$ cat src/rtl/cmpl_pkg.sv
`timescale 1ns/1ps
package cmpl_pkg;
    parameter int unsigned CQ_DEPTH = 5;
    parameter int unsigned CQ_DST_W = 5;
    parameter int unsigned CQ_NFIN  = 2;

    // Per-entry lifecycle
    typedef enum logic [1:0] {
        ES_FREE  = 2'd0,
        ES_BUSY  = 2'd1,
        ES_DONE  = 2'd2,
        ES_FAULT = 2'd3
    } ent_st_e;
endpackage

$ cat src/rtl/cmpl_slot.sv
`timescale 1ns/1ps
module cmpl_slot
    import cmpl_pkg::*;
#(
    parameter int unsigned IDX   = 0,
    parameter int unsigned TAG_W = 3,
    parameter int unsigned DST_W = 5,
    parameter int unsigned NFIN  = 2
) (
    input  logic                  clk,
    input  logic                  rst_n,
    input  logic                  clear,
    input  logic                  alloc_hit,
    input  logic [DST_W-1:0]      alloc_dst,
    input  logic [NFIN-1:0]       fin_vld,
    input  logic [NFIN*TAG_W-1:0] fin_tag,
    input  logic [NFIN-1:0]       fin_exc,
    input  logic                  ret_hit,
    output ent_st_e               st,
    output logic [DST_W-1:0]      dst
);
    ent_st_e          st_q, st_n;
    logic [DST_W-1:0] dst_q;
    logic             fin_hit, fin_bad;

    // Match finish reports against this entry's index
    always_comb begin
        fin_hit = 1'b0;
        fin_bad = 1'b0;
        for (int k = 0; k < NFIN; k++) begin
            if (fin_vld[k] && fin_tag[k*TAG_W +: TAG_W] == TAG_W'(IDX)) begin
                fin_hit = 1'b1;
                fin_bad = fin_bad | fin_exc[k];
            end
        end
    end

    // Next-state process
    always_comb begin
        st_n = st_q;
        unique case (st_q)
            ES_FREE:  if (alloc_hit) st_n = ES_BUSY;
            ES_BUSY:  if (fin_hit)   st_n = fin_bad ? ES_FAULT : ES_DONE;
            ES_DONE:  if (ret_hit)   st_n = ES_FREE;
            ES_FAULT: if (ret_hit)   st_n = ES_FREE;
        endcase
        if (clear) st_n = ES_FREE;
    end

    // State register
    always_ff @(posedge clk) begin
        if (!rst_n) begin
            st_q  <= ES_FREE;
            dst_q <= '0;
        end else begin
            st_q <= st_n;
            if (alloc_hit && !clear) dst_q <= alloc_dst;
        end
    end

    assign st  = st_q;
    assign dst = dst_q;

    AST_STRAY_FIN_IGNORED: assert property (@(posedge clk) disable iff (!rst_n)
        (st_q == ES_FREE && fin_hit && !alloc_hit) |=> (st_q == ES_FREE || st_q == ES_BUSY)) else $error("stray finish");
    AST_RET_NEEDS_FINISH: assert property (@(posedge clk) disable iff (!rst_n)
        ret_hit |-> (st_q == ES_DONE || st_q == ES_FAULT)) else $error("retire of unfinished entry");
endmodule

$ cat src/rtl/cmpl_ptr.sv
`timescale 1ns/1ps
module cmpl_ptr #(
    parameter int unsigned DEPTH = 5,
    parameter int unsigned TAG_W = 3,
    parameter int unsigned CNT_W = 3
) (
    input  logic             clk,
    input  logic             rst_n,
    input  logic             clear,
    input  logic [1:0]       alloc_req,
    input  logic [1:0]       n_ret,
    output logic [1:0]       alloc_ok,
    output logic [TAG_W-1:0] tag0,
    output logic [TAG_W-1:0] tag1,
    output logic [TAG_W-1:0] head,
    output logic [CNT_W-1:0] free_cnt,
    output logic             full
);
    logic [TAG_W-1:0] head_q, tail_q, head_n, tail_n;
    logic [CNT_W-1:0] cnt_q, cnt_n, free_w;
    logic [1:0]       n_alloc;

    function automatic logic [TAG_W-1:0] nxt(input logic [TAG_W-1:0] p);
        return (p == TAG_W'(DEPTH - 1)) ? '0 : p + TAG_W'(1);
    endfunction

    function automatic logic [TAG_W-1:0] adv(input logic [TAG_W-1:0] p, input logic [1:0] n);
        logic [TAG_W-1:0] r;
        r = p;
        if (n != 2'd0) r = nxt(r);
        if (n == 2'd2) r = nxt(r);
        return r;
    endfunction

    assign free_w = CNT_W'(DEPTH) - cnt_q;

    always_comb begin
        alloc_ok = 2'b00;
        if (!clear) begin
            alloc_ok[0] = alloc_req[0] && (free_w >= CNT_W'(1));
            alloc_ok[1] = alloc_req[0] && alloc_req[1] && (free_w >= CNT_W'(2));
        end
        n_alloc = {1'b0, alloc_ok[0]} + {1'b0, alloc_ok[1]};
        if (clear) begin
            head_n = '0;
            tail_n = '0;
            cnt_n  = '0;
        end else begin
            head_n = adv(head_q, n_ret);
            tail_n = adv(tail_q, n_alloc);
            cnt_n  = cnt_q + CNT_W'(n_alloc) - CNT_W'(n_ret);
        end
    end

    always_ff @(posedge clk) begin
        if (!rst_n) begin
            head_q <= '0;
            tail_q <= '0;
            cnt_q  <= '0;
        end else begin
            head_q <= head_n;
            tail_q <= tail_n;
            cnt_q  <= cnt_n;
        end
    end

    assign tag0     = tail_q;
    assign tag1     = nxt(tail_q);
    assign head     = head_q;
    assign free_cnt = free_w;
    assign full     = (cnt_q == CNT_W'(DEPTH));

    AST_NO_OVERFLOW: assert property (@(posedge clk) disable iff (!rst_n)
        cnt_q <= CNT_W'(DEPTH)) else $error("occupancy overflow");
    AST_NO_UNDERRUN: assert property (@(posedge clk) disable iff (!rst_n)
        CNT_W'(n_ret) <= cnt_q) else $error("retire from empty queue");
endmodule

$ cat src/rtl/cmpl_retire.sv
`timescale 1ns/1ps
module cmpl_retire
    import cmpl_pkg::*;
#(
    parameter int unsigned DEPTH = 5,
    parameter int unsigned TAG_W = 3,
    parameter int unsigned DST_W = 5
) (
    input  ent_st_e          st [DEPTH],
    input  logic [DST_W-1:0] dst [DEPTH],
    input  logic [TAG_W-1:0] head,
    input  logic             ext_flush,
    output logic [1:0]       ret_vld,
    output logic [TAG_W-1:0] ret_tag0,
    output logic [TAG_W-1:0] ret_tag1,
    output logic [DST_W-1:0] ret_dst0,
    output logic [DST_W-1:0] ret_dst1,
    output logic             ret_exc,
    output logic             exc_flush,
    output logic [1:0]       n_ret
);
    logic [TAG_W-1:0] h1;
    ent_st_e          s0, s1;

    function automatic logic [TAG_W-1:0] nxt(input logic [TAG_W-1:0] p);
        return (p == TAG_W'(DEPTH - 1)) ? '0 : p + TAG_W'(1);
    endfunction

    always_comb begin
        h1 = nxt(head);
        s0 = st[head];
        s1 = st[h1];
        ret_vld[0] = !ext_flush && (s0 == ES_DONE || s0 == ES_FAULT);
        ret_exc    = ret_vld[0] && (s0 == ES_FAULT);
        ret_vld[1] = ret_vld[0] && !ret_exc && (s1 == ES_DONE);
        exc_flush  = ret_exc;
        n_ret      = {1'b0, ret_vld[0]} + {1'b0, ret_vld[1]};
        ret_tag0   = head;
        ret_tag1   = h1;
        ret_dst0   = dst[head];
        ret_dst1   = dst[h1];
    end
endmodule

$ cat src/rtl/cmpl_queue.sv
`timescale 1ns/1ps
module cmpl_queue
    import cmpl_pkg::*;
#(
    parameter int unsigned DEPTH = CQ_DEPTH,
    parameter int unsigned DST_W = CQ_DST_W,
    parameter int unsigned NFIN  = CQ_NFIN,
    localparam int unsigned TAG_W = $clog2(DEPTH),
    localparam int unsigned CNT_W = $clog2(DEPTH + 1)
) (
    input  logic                  clk,
    input  logic                  rst_n,
    input  logic [1:0]            alloc_req,
    input  logic [DST_W-1:0]      alloc_dst0,
    input  logic [DST_W-1:0]      alloc_dst1,
    output logic [1:0]            alloc_ok,
    output logic [TAG_W-1:0]      alloc_tag0,
    output logic [TAG_W-1:0]      alloc_tag1,
    output logic [CNT_W-1:0]      free_cnt,
    output logic                  full,
    input  logic [NFIN-1:0]       fin_vld,
    input  logic [NFIN*TAG_W-1:0] fin_tag,
    input  logic [NFIN-1:0]       fin_exc,
    input  logic                  mispredict_flush,
    output logic [1:0]            ret_vld,
    output logic [TAG_W-1:0]      ret_tag0,
    output logic [TAG_W-1:0]      ret_tag1,
    output logic [DST_W-1:0]      ret_dst0,
    output logic [DST_W-1:0]      ret_dst1,
    output logic                  ret_exc,
    output logic                  flush_out
);
    ent_st_e          st   [DEPTH];
    logic [DST_W-1:0] sdst [DEPTH];
    logic [DEPTH-1:0] alloc_hit, ret_hit;
    logic [TAG_W-1:0] head;
    logic [1:0]       n_ret;
    logic             exc_flush, clear;

    assign clear     = mispredict_flush | exc_flush;
    assign flush_out = exc_flush;

    cmpl_ptr #(.DEPTH(DEPTH), .TAG_W(TAG_W), .CNT_W(CNT_W)) u_ptr (
        .clk      (clk),
        .rst_n    (rst_n),
        .clear    (clear),
        .alloc_req(alloc_req),
        .n_ret    (n_ret),
        .alloc_ok (alloc_ok),
        .tag0     (alloc_tag0),
        .tag1     (alloc_tag1),
        .head     (head),
        .free_cnt (free_cnt),
        .full     (full)
    );

    for (genvar g = 0; g < DEPTH; g++) begin : g_slot
        logic             hit0;
        logic [DST_W-1:0] din;
        assign hit0         = alloc_ok[0] && (alloc_tag0 == TAG_W'(g));
        assign alloc_hit[g] = hit0 || (alloc_ok[1] && (alloc_tag1 == TAG_W'(g)));
        assign din          = hit0 ? alloc_dst0 : alloc_dst1;
        assign ret_hit[g]   = (ret_vld[0] && (ret_tag0 == TAG_W'(g)))
                           || (ret_vld[1] && (ret_tag1 == TAG_W'(g)));
        cmpl_slot #(.IDX(g), .TAG_W(TAG_W), .DST_W(DST_W), .NFIN(NFIN)) u_slot (
            .clk      (clk),
            .rst_n    (rst_n),
            .clear    (clear),
            .alloc_hit(alloc_hit[g]),
            .alloc_dst(din),
            .fin_vld  (fin_vld),
            .fin_tag  (fin_tag),
            .fin_exc  (fin_exc),
            .ret_hit  (ret_hit[g]),
            .st       (st[g]),
            .dst      (sdst[g])
        );
    end

    cmpl_retire #(.DEPTH(DEPTH), .TAG_W(TAG_W), .DST_W(DST_W)) u_retire (
        .st       (st),
        .dst      (sdst),
        .head     (head),
        .ext_flush(mispredict_flush),
        .ret_vld  (ret_vld),
        .ret_tag0 (ret_tag0),
        .ret_tag1 (ret_tag1),
        .ret_dst0 (ret_dst0),
        .ret_dst1 (ret_dst1),
        .ret_exc  (ret_exc),
        .exc_flush(exc_flush),
        .n_ret    (n_ret)
    );

    logic [CNT_W-1:0] n_alloc_c, n_ret_c;
    assign n_alloc_c = CNT_W'(alloc_ok[0]) + CNT_W'(alloc_ok[1]);
    assign n_ret_c   = CNT_W'(ret_vld[0]) + CNT_W'(ret_vld[1]);

    function automatic logic [TAG_W-1:0] nxt(input logic [TAG_W-1:0] p);
        return (p == TAG_W'(DEPTH - 1)) ? '0 : p + TAG_W'(1);
    endfunction

    AST_FULL_BLOCKS: assert property (@(posedge clk) disable iff (!rst_n)
        (free_cnt == '0) |-> (alloc_ok == 2'b00)) else $error("grant while full");
    AST_PAIR_ORDER: assert property (@(posedge clk) disable iff (!rst_n)
        ret_vld[1] |-> (ret_vld[0] && ret_tag1 == nxt(ret_tag0))) else $error("pair out of order");
    AST_FAULT_ALONE: assert property (@(posedge clk) disable iff (!rst_n)
        ret_exc |-> (ret_vld == 2'b01 && flush_out)) else $error("fault not alone");
    AST_FLUSH_EMPTIES: assert property (@(posedge clk) disable iff (!rst_n)
        (flush_out || mispredict_flush) |=> (free_cnt == CNT_W'(DEPTH))) else $error("flush left entries");
    AST_FREE_LAG: assert property (@(posedge clk) disable iff (!rst_n)
        (!flush_out && !mispredict_flush) |=>
        (free_cnt == $past(free_cnt) + $past(n_ret_c) - $past(n_alloc_c))) else $error("free count timing");
    AST_MISP_HOLD: assert property (@(posedge clk) disable iff (!rst_n)
        mispredict_flush |-> (ret_vld == 2'b00 && alloc_ok == 2'b00)) else $error("activity during mispredict");
endmodule

$ cat config.mk
export PLATFORM = sky130hd
export DESIGN_NAME = cmpl_queue
export DESIGN_NICKNAME = d
export VERILOG_FILES = /design/src/rtl/cmpl_pkg.sv /design/src/rtl/cmpl_slot.sv /design/src/rtl/cmpl_ptr.sv /design/src/rtl/cmpl_retire.sv /design/src/rtl/cmpl_queue.sv
export SDC_FILE = /design/constraint.sdc
export NUM_CORES = 1
export LEC_CHECK = 0
export ABC_AREA = 0
export ABC_CLOCK_PERIOD_IN_PS = 7400
export CAP_MARGIN = 10
export CORE_ASPECT_RATIO = 2
export CORE_UTILIZATION = 59
export DETAILED_ROUTE_END_ITERATION = 7
export PLACE_DENSITY = 0.87
export SLEW_MARGIN = 20
export SYNTH_ARGS = -nofsm -noshare
export SYNTH_HDL_FRONTEND = slang
export SYNTH_SLANG_ARGS = --single-unit
$ cat constraint.sdc
create_clock -name clk -period 7.4 [get_ports clk]
set_input_delay 1.11 -clock clk [delete_from_list [all_inputs] [get_ports clk]]
set_output_delay 1.11 -clock clk [all_outputs]
set_load 0.01 [all_outputs]
==> results of run 1 <==
-- layout make-up --
cell class,count,area share (%)
Clock buffer,5,2.948
Clock inverter,3,1.091
Inverter,35,3.096
Multi-Input combinational cell,341,56.93
Sequential cell,44,20.75
Tap cell,61,1.798
Timing Repair Buffer,57,13.38
-- state kept, by name, summed over array words and instances (netlist names) --
| register | cells |
|---|---|
| g_slot.u_slot.dst | 25 |
| g_slot.u_slot.st | 10 |
| u_ptr.cnt_q | 3 |
| u_ptr.head | 3 |
| u_ptr.tag0 | 3 |
-- worst max-delay path by stage --
stage / from / to / slack, ns / cells past startpoint
6_report: u_ptr.head[2]$_SDFF_PP0_ / ret_vld[1] / 2.37 / 9
3_5_place_dp: u_ptr.head[2]$_SDFF_PP0_ / u_ptr.cnt_q[2]$_SDFF_PP0_ / 2.68 / 16
3_3_place_gp: u_ptr.head[2]$_SDFF_PP0_ / ret_vld[1] / 2.79 / 9
4_1_cts: u_ptr.head[2]$_SDFF_PP0_ / ret_vld[1] / 2.41 / 9
5_1_grt: u_ptr.head[2]$_SDFF_PP0_ / ret_vld[1] / 2.19 / 9
2_1_floorplan: u_ptr.head[0]$_SDFF_PP0_ / u_ptr.cnt_q[2]$_SDFF_PP0_ / 3.29 / 18
-- logic make-up (layout without fill, tap and decap cells) --
logic type | count (synthesis) | after routing | share of synthesized area (%)
multiplexers | 45 | 45 | 12.99
XOR/XNOR | 2 | 2 | 0.4905
flip-flops | 44 | 44 | 24.66
AND/OR/NAND/NOR | 123 | 123 | 18.00
adder cells (fa/ha/maj) | 26 | 26 | 9.527
buffers and inverters | 59 | 100 | 7.705
AO/OA/AOI/OAI | 145 | 145 | 26.62
-- per-stage QoR --
step                      power (uW)  util, %
after floorplan                306.6        -
after global placement         348.6    70.73
after detailed placement       351.7    70.73
after CTS                      611.4    73.71
after global routing           630.0    73.71
final                          613.8    73.71
-- worst max-delay path: stages, from the launching register on --
cell,delay (ns)
dfxtp_1,0.84
inv_1,0.15
ha_1,0.43
a21oi_2,0.35
and2_1,0.37
a32oi_1,0.20
or2_2,0.33
a211o_1,0.30
inv_1,0.11
clkdlybuf4s50_1,0.55
-- metal layers --
metal / GRT usage [%] / vias to the layer above / part of all wire (%)
met2: 69.57 / 183 / 54
met1: 31.91 / 1726 / 31
met3: 8.641 / 71 / 6.2
li1: - / 1697 / -
met5: 0 / - / 0
met4: 30.57 / 0 / 8.3
-- cells in the mapped netlist (3+ instances only) --
master	instances	area, sq um
nor2b_1	3	18.77
buf_6	4	45.04
a221oi_1	14	122.6
nor3_1	4	20.02
a211oi_1	5	37.54
buf_4	4	30.03
o31ai_1	7	52.55
o22ai_1	9	56.30
o21ai_0	30	150.1
nor2_1	35	131.4
a22oi_1	3	22.52
mux2_2	3	33.78
nand3_1	10	50.05
clkbuf_1	8	30.03
and2_1	6	37.54
nand2_1	29	108.9
a21oi_2	5	43.79
a21oi_1	42	210.2
or2_2	6	37.54
mux2i_1	40	400.4
o21a_1	3	22.52
inv_1	34	127.6
a31oi_1	10	62.56
ha_1	24	300.3
dfxtp_1	44	880.8
a211o_1	3	26.28
buf_2	7	35.03
nor4_1	4	25.02
nand2b_1	6	37.54
-- placed cells by master, fill, tap and decap left out, types with 10 or more instances in the layout --
cell type        synthesis  routed
o21ai_0                 30      30
a21oi_1                 42      42
clkdlybuf4s50_1          0      56
a31oi_1                 10      10
dfxtp_1                 44      44
nand3_1                 10      10
a221oi_1                14      14
nand2_1                 29      29
inv_1                   34      34
mux2i_1                 40      40
ha_1                    24      24
nor2_1                  35      35
-- power breakdown --
group | internal (uW) | switching, uW
registers | 243 | 7.00
logic | 46.4 | 53.6
clock network | 161 | 103
==> summary.md, run 1 <==
| Metric | Value |
|---|---|
| Post-DP HPWL | `slightly below 9000 microns` |
| Minimum hold slack | `between 0.5 and 0.6 ns` |
| Multi-input logic area | `between 0.002 and 0.0025 sq mm` |
| Clock-pin slew on the worst setup and hold paths | `approximately 0.070 ns` |
| DR WL/cell | `between 20 and 25 microns` |
| CTS tree | `done` |
| Synthesized area | `about 0.0036 sq mm` |
| Ys flop type | `dfxtp_1` |
| Clk_skew | `0.008005 ns` |
| CP required | `between 6 and 7 ns` |
| Root buffer cell | `clkbuf_16` |
| Post-route DRC | `4` |
| Achievable Freq | `198.8 MHz` |
| Final Slew Violations | `0` |
| First-pass GRT wire length | `approximately 18000 microns` |
| DP Worst Slack | `between 2 and 3 ns` |
| Hold path start | `g_slot[4].u_slot.dst[0]$_SDFFE_PN0P_` |
| GPL Wtd Cong | `just under 1` |
| Max-slew headroom | `a little over a third` |
| Synth warn | `0` |
| Remaining Overflow, GRT | `0` |
| Pwr dens | `between 100 and 150 mW/mm^2` |
| Via/cell ratio | `a little under 7` |
| Final hold violations | `0` |
| Status | `finished, violations left` |
| Tmin final | `around 5.0 ns` |
| Post-CTS Setup Inserts | `0` |
| Setup violators final | `0` |
| Hold/Removal Path Class | `flip-flop to flip-flop` |
| Max IR drop VDD | `~0.19 mV` |
| Worst R2R Start | `u_ptr.head[2]$_SDFF_PP0_` |
| Max_cap viols | `0` |
| Post-Route Setup TNS | `0 ns` |
| Setup crit start kind | `flip-flop` |
| Reg area | `about 880 sq um` |
| Fin crit share | `just under 70%` |
| Distinct cell type count after synthesis | `61` |
| Failing checks | `design-rule violations` |
| Die area | `approximately 0.0064 sq mm` |
| Setup crit end kind | `output port` |
| Net Count, Synth | `slightly below 500` |
| Sink Count | `44` |
| Core area | `0.005758 sq mm` |
| CTS Buffer Depth | `2` |
| Sequential fraction of the synthesis area | `between 20% and 30%` |
| Final Cell Area | `about 0.0042 sq mm` |
| Share of cells above drive strength 1 | `under 10%` |
| First-pass iteration count of the detailed router | `6` |
| Io pins | `57` |
| Die Ht | `between 100 and 150 microns` |
| Row count | `39` |
| RSZ-0062 raised after global routing | `false` |
| Vias in the first global route | `3686` |
| Gr usage total | `roughly 37%` |
| Number of synthesized flops with an enable pin | `0` |
| ANT nets after route | `0` |
| Post-Syn Area per Cell | `8.045 sq um` |
| # fillers | `about 470` |
| WS Path Type | `flip-flop to output port` |
| Largest fanout on the critical path | `20` |
| Final nets | `around 540` |
| FF-to-FF path depth | `16` |
| Initial DRC Count | `around 240` |
| Worst skew pair latency | `roughly 0.3 ns` |
| Reg-to-reg slack, setup | `~2.6 ns` |
| Via Count | `roughly 3.7k` |
| Seq cells post-synth | `44` |
| CTS Hold Bufs | `0` |
| Port Buffers | `between 50 and 60` |
| Layout Area Growth over Synthesis | `18.81%` |
| Largest net degree at the start of global routing | `32` |
| Effective utilization at floorplan | `approximately 62%` |
| Die X | `roughly 57 microns` |
| Hold path depth | `2` |
| Post-Layout Cell Count | `between 500 and 600` |
| Reg-to-reg endpoint | `u_ptr.cnt_q[2]$_SDFF_PP0_` |
| Antenna cells | `0` |
| Placed Area | `0.004073 sq mm` |
| Hold EP | `g_slot[4].u_slot.dst[0]$_SDFFE_PN0P_` |
| Crit path arrival time | `around 3.9 ns` |
| Gate Count Post-Synth | `roughly 440` |
| Final WL | `11600 microns` |
| Leakage power | `0.001578 uW` |
| Final worst setup slack | `roughly 2.4 ns` |
| FFs w/ async S/R, synth | `0%` |
| CTS buffer count | `5` |
| Initial antenna violation count | `0` |
| Actual slew at the worst max-slew pin | `0.9704 ns` |
| Placed cell count | `538` |
| Cts repair resizes | `0` |
| H-tree Lvls | `2` |
Power figures use the tool's default switching activity.
==> run 2, diff against run 1 <==
Settings changed: ABC_CLOCK_PERIOD_IN_PS 7400 to 4300, CORE_UTILIZATION 59 to 49, PLACE_DENSITY 0.87 to 0.77.
Clock period 7.4 ns to 4.3 ns, I/O delays scaled along.
==> run 2 against run 1 <==
  * The flow now finishes without violations
  * Die area rose by 20%
  * Register-to-register slack got worse by 2.3 ns
  * Routed wire length fell by 4.8%
  * Largest power group unchanged
  * Critical path depth rose by 8
  * Sequential share of layout area fell by 0.66 points
  * Core utilization fell by 11 points
  * Worst hold slack got worse by 0.012 ns
  * First-iteration DRC count fell by 7.1%
==> summary.md, run 2 (synthesis gave the netlist of run 1 again) <==
| Metric | Value |
|---|---|
| Status | `finished, final reports clean` |
| Row count | `43` |
| Final worst setup slack | `0.2990 ns` |
| Sink Count | `44` |
| Worst R2R Start | `u_ptr.head[1]$_SDFF_PP0_` |
| Effective utilization at floorplan | `51.07%` |
| Reg-to-reg slack, setup | `between 0.2 and 0.3 ns` |
| Largest net degree at the start of global routing | `34` |
| Max IR drop VDD | `between 0.2 and 0.3 mV` |
| Vias in the first global route | `around 3.5k` |
| Post-route DRC | `0` |
| Clk_skew | `0.003211 ns` |
| WS Path Type | `flip-flop to flip-flop` |
| CTS Hold Bufs | `0` |
| Post-Route Setup TNS | `0 ns` |
| Achievable Freq | `roughly 250 MHz` |
| Post-CTS Setup Inserts | `0` |
| CTS Buffer Depth | `2` |
| Actual slew at the worst max-slew pin | `between 0.8 and 0.9 ns` |
| Most frequent cells in the layout | `clkdlybuf4s50_1 (56), dfxtp_1 (44), a21oi_1 (42), mux2i_1 (40), nor2_1 (35)` |
| Largest fanout on the critical path | `9` |
| Met1 Use GR | `between 20 and 30%` |
| Via Count | `around 3.5k` |
| CP required | `approximately 4.5 ns` |
| GPL Wtd Cong | `around 1.0` |
| Max_cap viols | `0` |
| Remaining Overflow, GRT | `0` |
| Share of cells above drive strength 1 | `about a tenth` |
| Fin crit share | `between 90 and 100%` |
| First-pass iteration count of the detailed router | `5` |
| Top Family by Delay on Critical Path | `adder cells` |
| Met2 Use GR | `between 50% and 60%` |
| CTS buffer count | `5` |
| Setup crit start kind | `flip-flop` |
| Max reg flops | `25` |
| Final hold violations | `0` |
| Die X | `about 62 microns` |
| Root buffer cell | `clkbuf_16` |
| Initial antenna violation count | `0` |
| Worst setup path startpoint | `u_ptr.head[1]$_SDFF_PP0_` |
| CP max stage cell | `fa_1` |
| Die Ht | `between 100 and 150 microns` |
| Tmin final | `between 4 and 5 ns` |
| Most common cell after layout, fill and taps aside | `clkdlybuf4s50_1` |
| WP buf/inv | `4` |
| CTS tree | `done` |
| Gr usage total | `a little under a third` |
| Hold/Removal Path Class | `flip-flop to flip-flop` |
| Layout Area Growth over Synthesis | `22.73%` |
| Placed cell count | `580` |
| Post-Layout Cell Count | `approximately 590` |
| Leakage power | `0.001650 uW` |
| Initial DRC Count | `between 200 and 250` |
| Crit path arrival time | `4.15 ns` |
| RSZ-0062 raised after global routing | `false` |
| GRT busiest layer | `met2` |
| Final Slew Violations | `0` |
| CP peak stage delay | `roughly 0.48 ns` |
| DP Worst Slack | `between 0.3 and 0.4 ns` |
| Global-route track usage on met3 | `between 4 and 5%` |
| Pwr dens | `between 200 and 250 mW/mm^2` |
| Worst skew pair latency | `0.29 ns` |
| Max-slew headroom | `between 40% and 50%` |
| Clock-pin slew on the worst setup and hold paths | `roughly 0.06 ns` |
| Post-DP HPWL | `roughly 8600 microns` |
| Port Buffers | `56` |
| DR WL/cell | `roughly 19 microns` |
| Die area | `around 0.0077 sq mm` |
| Antenna cells | `0` |
| Io pins | `57` |
| Final nets | `between 500 and 600` |
| Via/cell ratio | `about 6.0` |
| Setup crit end kind | `flip-flop` |
| ANT nets after route | `0` |
| Core area | `about 0.0070 sq mm` |
| Crit path cell chain | `buf_4, ha_1, ha_1, a21oi_2, and2_1, a32oi_1, or2_2, a211o_1, inv_1, ha_1, inv_1, fa_1, inv_1, fa_1, xor2_1, xnor2_1, nor2_1` |
| First-pass GRT wire length | `roughly 18000 microns` |
| Cts repair resizes | `0` |
| Final WL | `11050 microns` |
| H-tree Lvls | `2` |
| Setup violators final | `0` |
| Hold path start | `g_slot[4].u_slot.dst[0]$_SDFFE_PN0P_` |
run 2: cell types whose count changed in the layout (fill, tap and decap cells not counted):
cell / change
buf_4: +13
clkbuf_8: +1
clkinv_4: +1
clkinvlp_4: -1
inv_6: -1
run 2: worst paths after layout:
kind / endpoint / cells past startpoint
setup / recovery: u_ptr.cnt_q[2]$_SDFF_PP0_ / 17
hold reg to reg: g_slot[4].u_slot.dst[0]$_SDFFE_PN0P_ / 2
hold / removal: g_slot[4].u_slot.dst[0]$_SDFFE_PN0P_ / 2
setup reg to reg: u_ptr.cnt_q[2]$_SDFF_PP0_ / 17
run 2: layer usage:
layer	wire [microns]	part of all wire (%)
met5	0	0
met4	648	5.9
met3	421	3.8
met2	6103	55
met1	3871	35
run 2: power breakdown:
| part | total [uW] | switching [uW] | internal, uW |
|---|---|---|---|
| logic | 171 | 88.6 | 82.1 |
| registers | 430 | 10.8 | 419 |
| clock network | 464 | 173 | 291 |
run 2: layout make-up:
type / count / area (sq um)
Clock buffer: 6 / 138.9
Clock inverter: 2 / 38.79
Fill cell: 629 / 2610
Inverter: 35 / 131.4
Multi-Input combinational cell: 341 / 2416
Sequential cell: 44 / 880.8
Tap cell: 90 / 112.6
Timing Repair Buffer: 70 / 665.6
run 2: tightest hold or removal path, cell delays in order (launching register included):
cell and delay, ns:
dfxtp_1 0.33, inv_1 0.05, a221oi_1 0.06
run 2: per-stage QoR:
stage / hold slack (ns) / area [sq um] / utilization [%] / power (uW)
final: 0.4948 / 4384 / 62.68 / 1064
after global routing: 0.5289 / 4384 / 62.68 / 1104
after CTS: 0.4925 / 4384 / 62.68 / 1066
after detailed placement: 0.4821 / 4207 / 60.14 / 607.0
after global placement: 0.4782 / 4207 / 60.14 / 603.6
after floorplan: 0.4587 / 3572 / - / 527.6
==> run 3, diff against run 2 <==
Settings changed: CTS_CLUSTER_SIZE set to 16.
==> results of run 3 <==
Same layout as run 2: the final DEF is identical, and so are final timing and power.
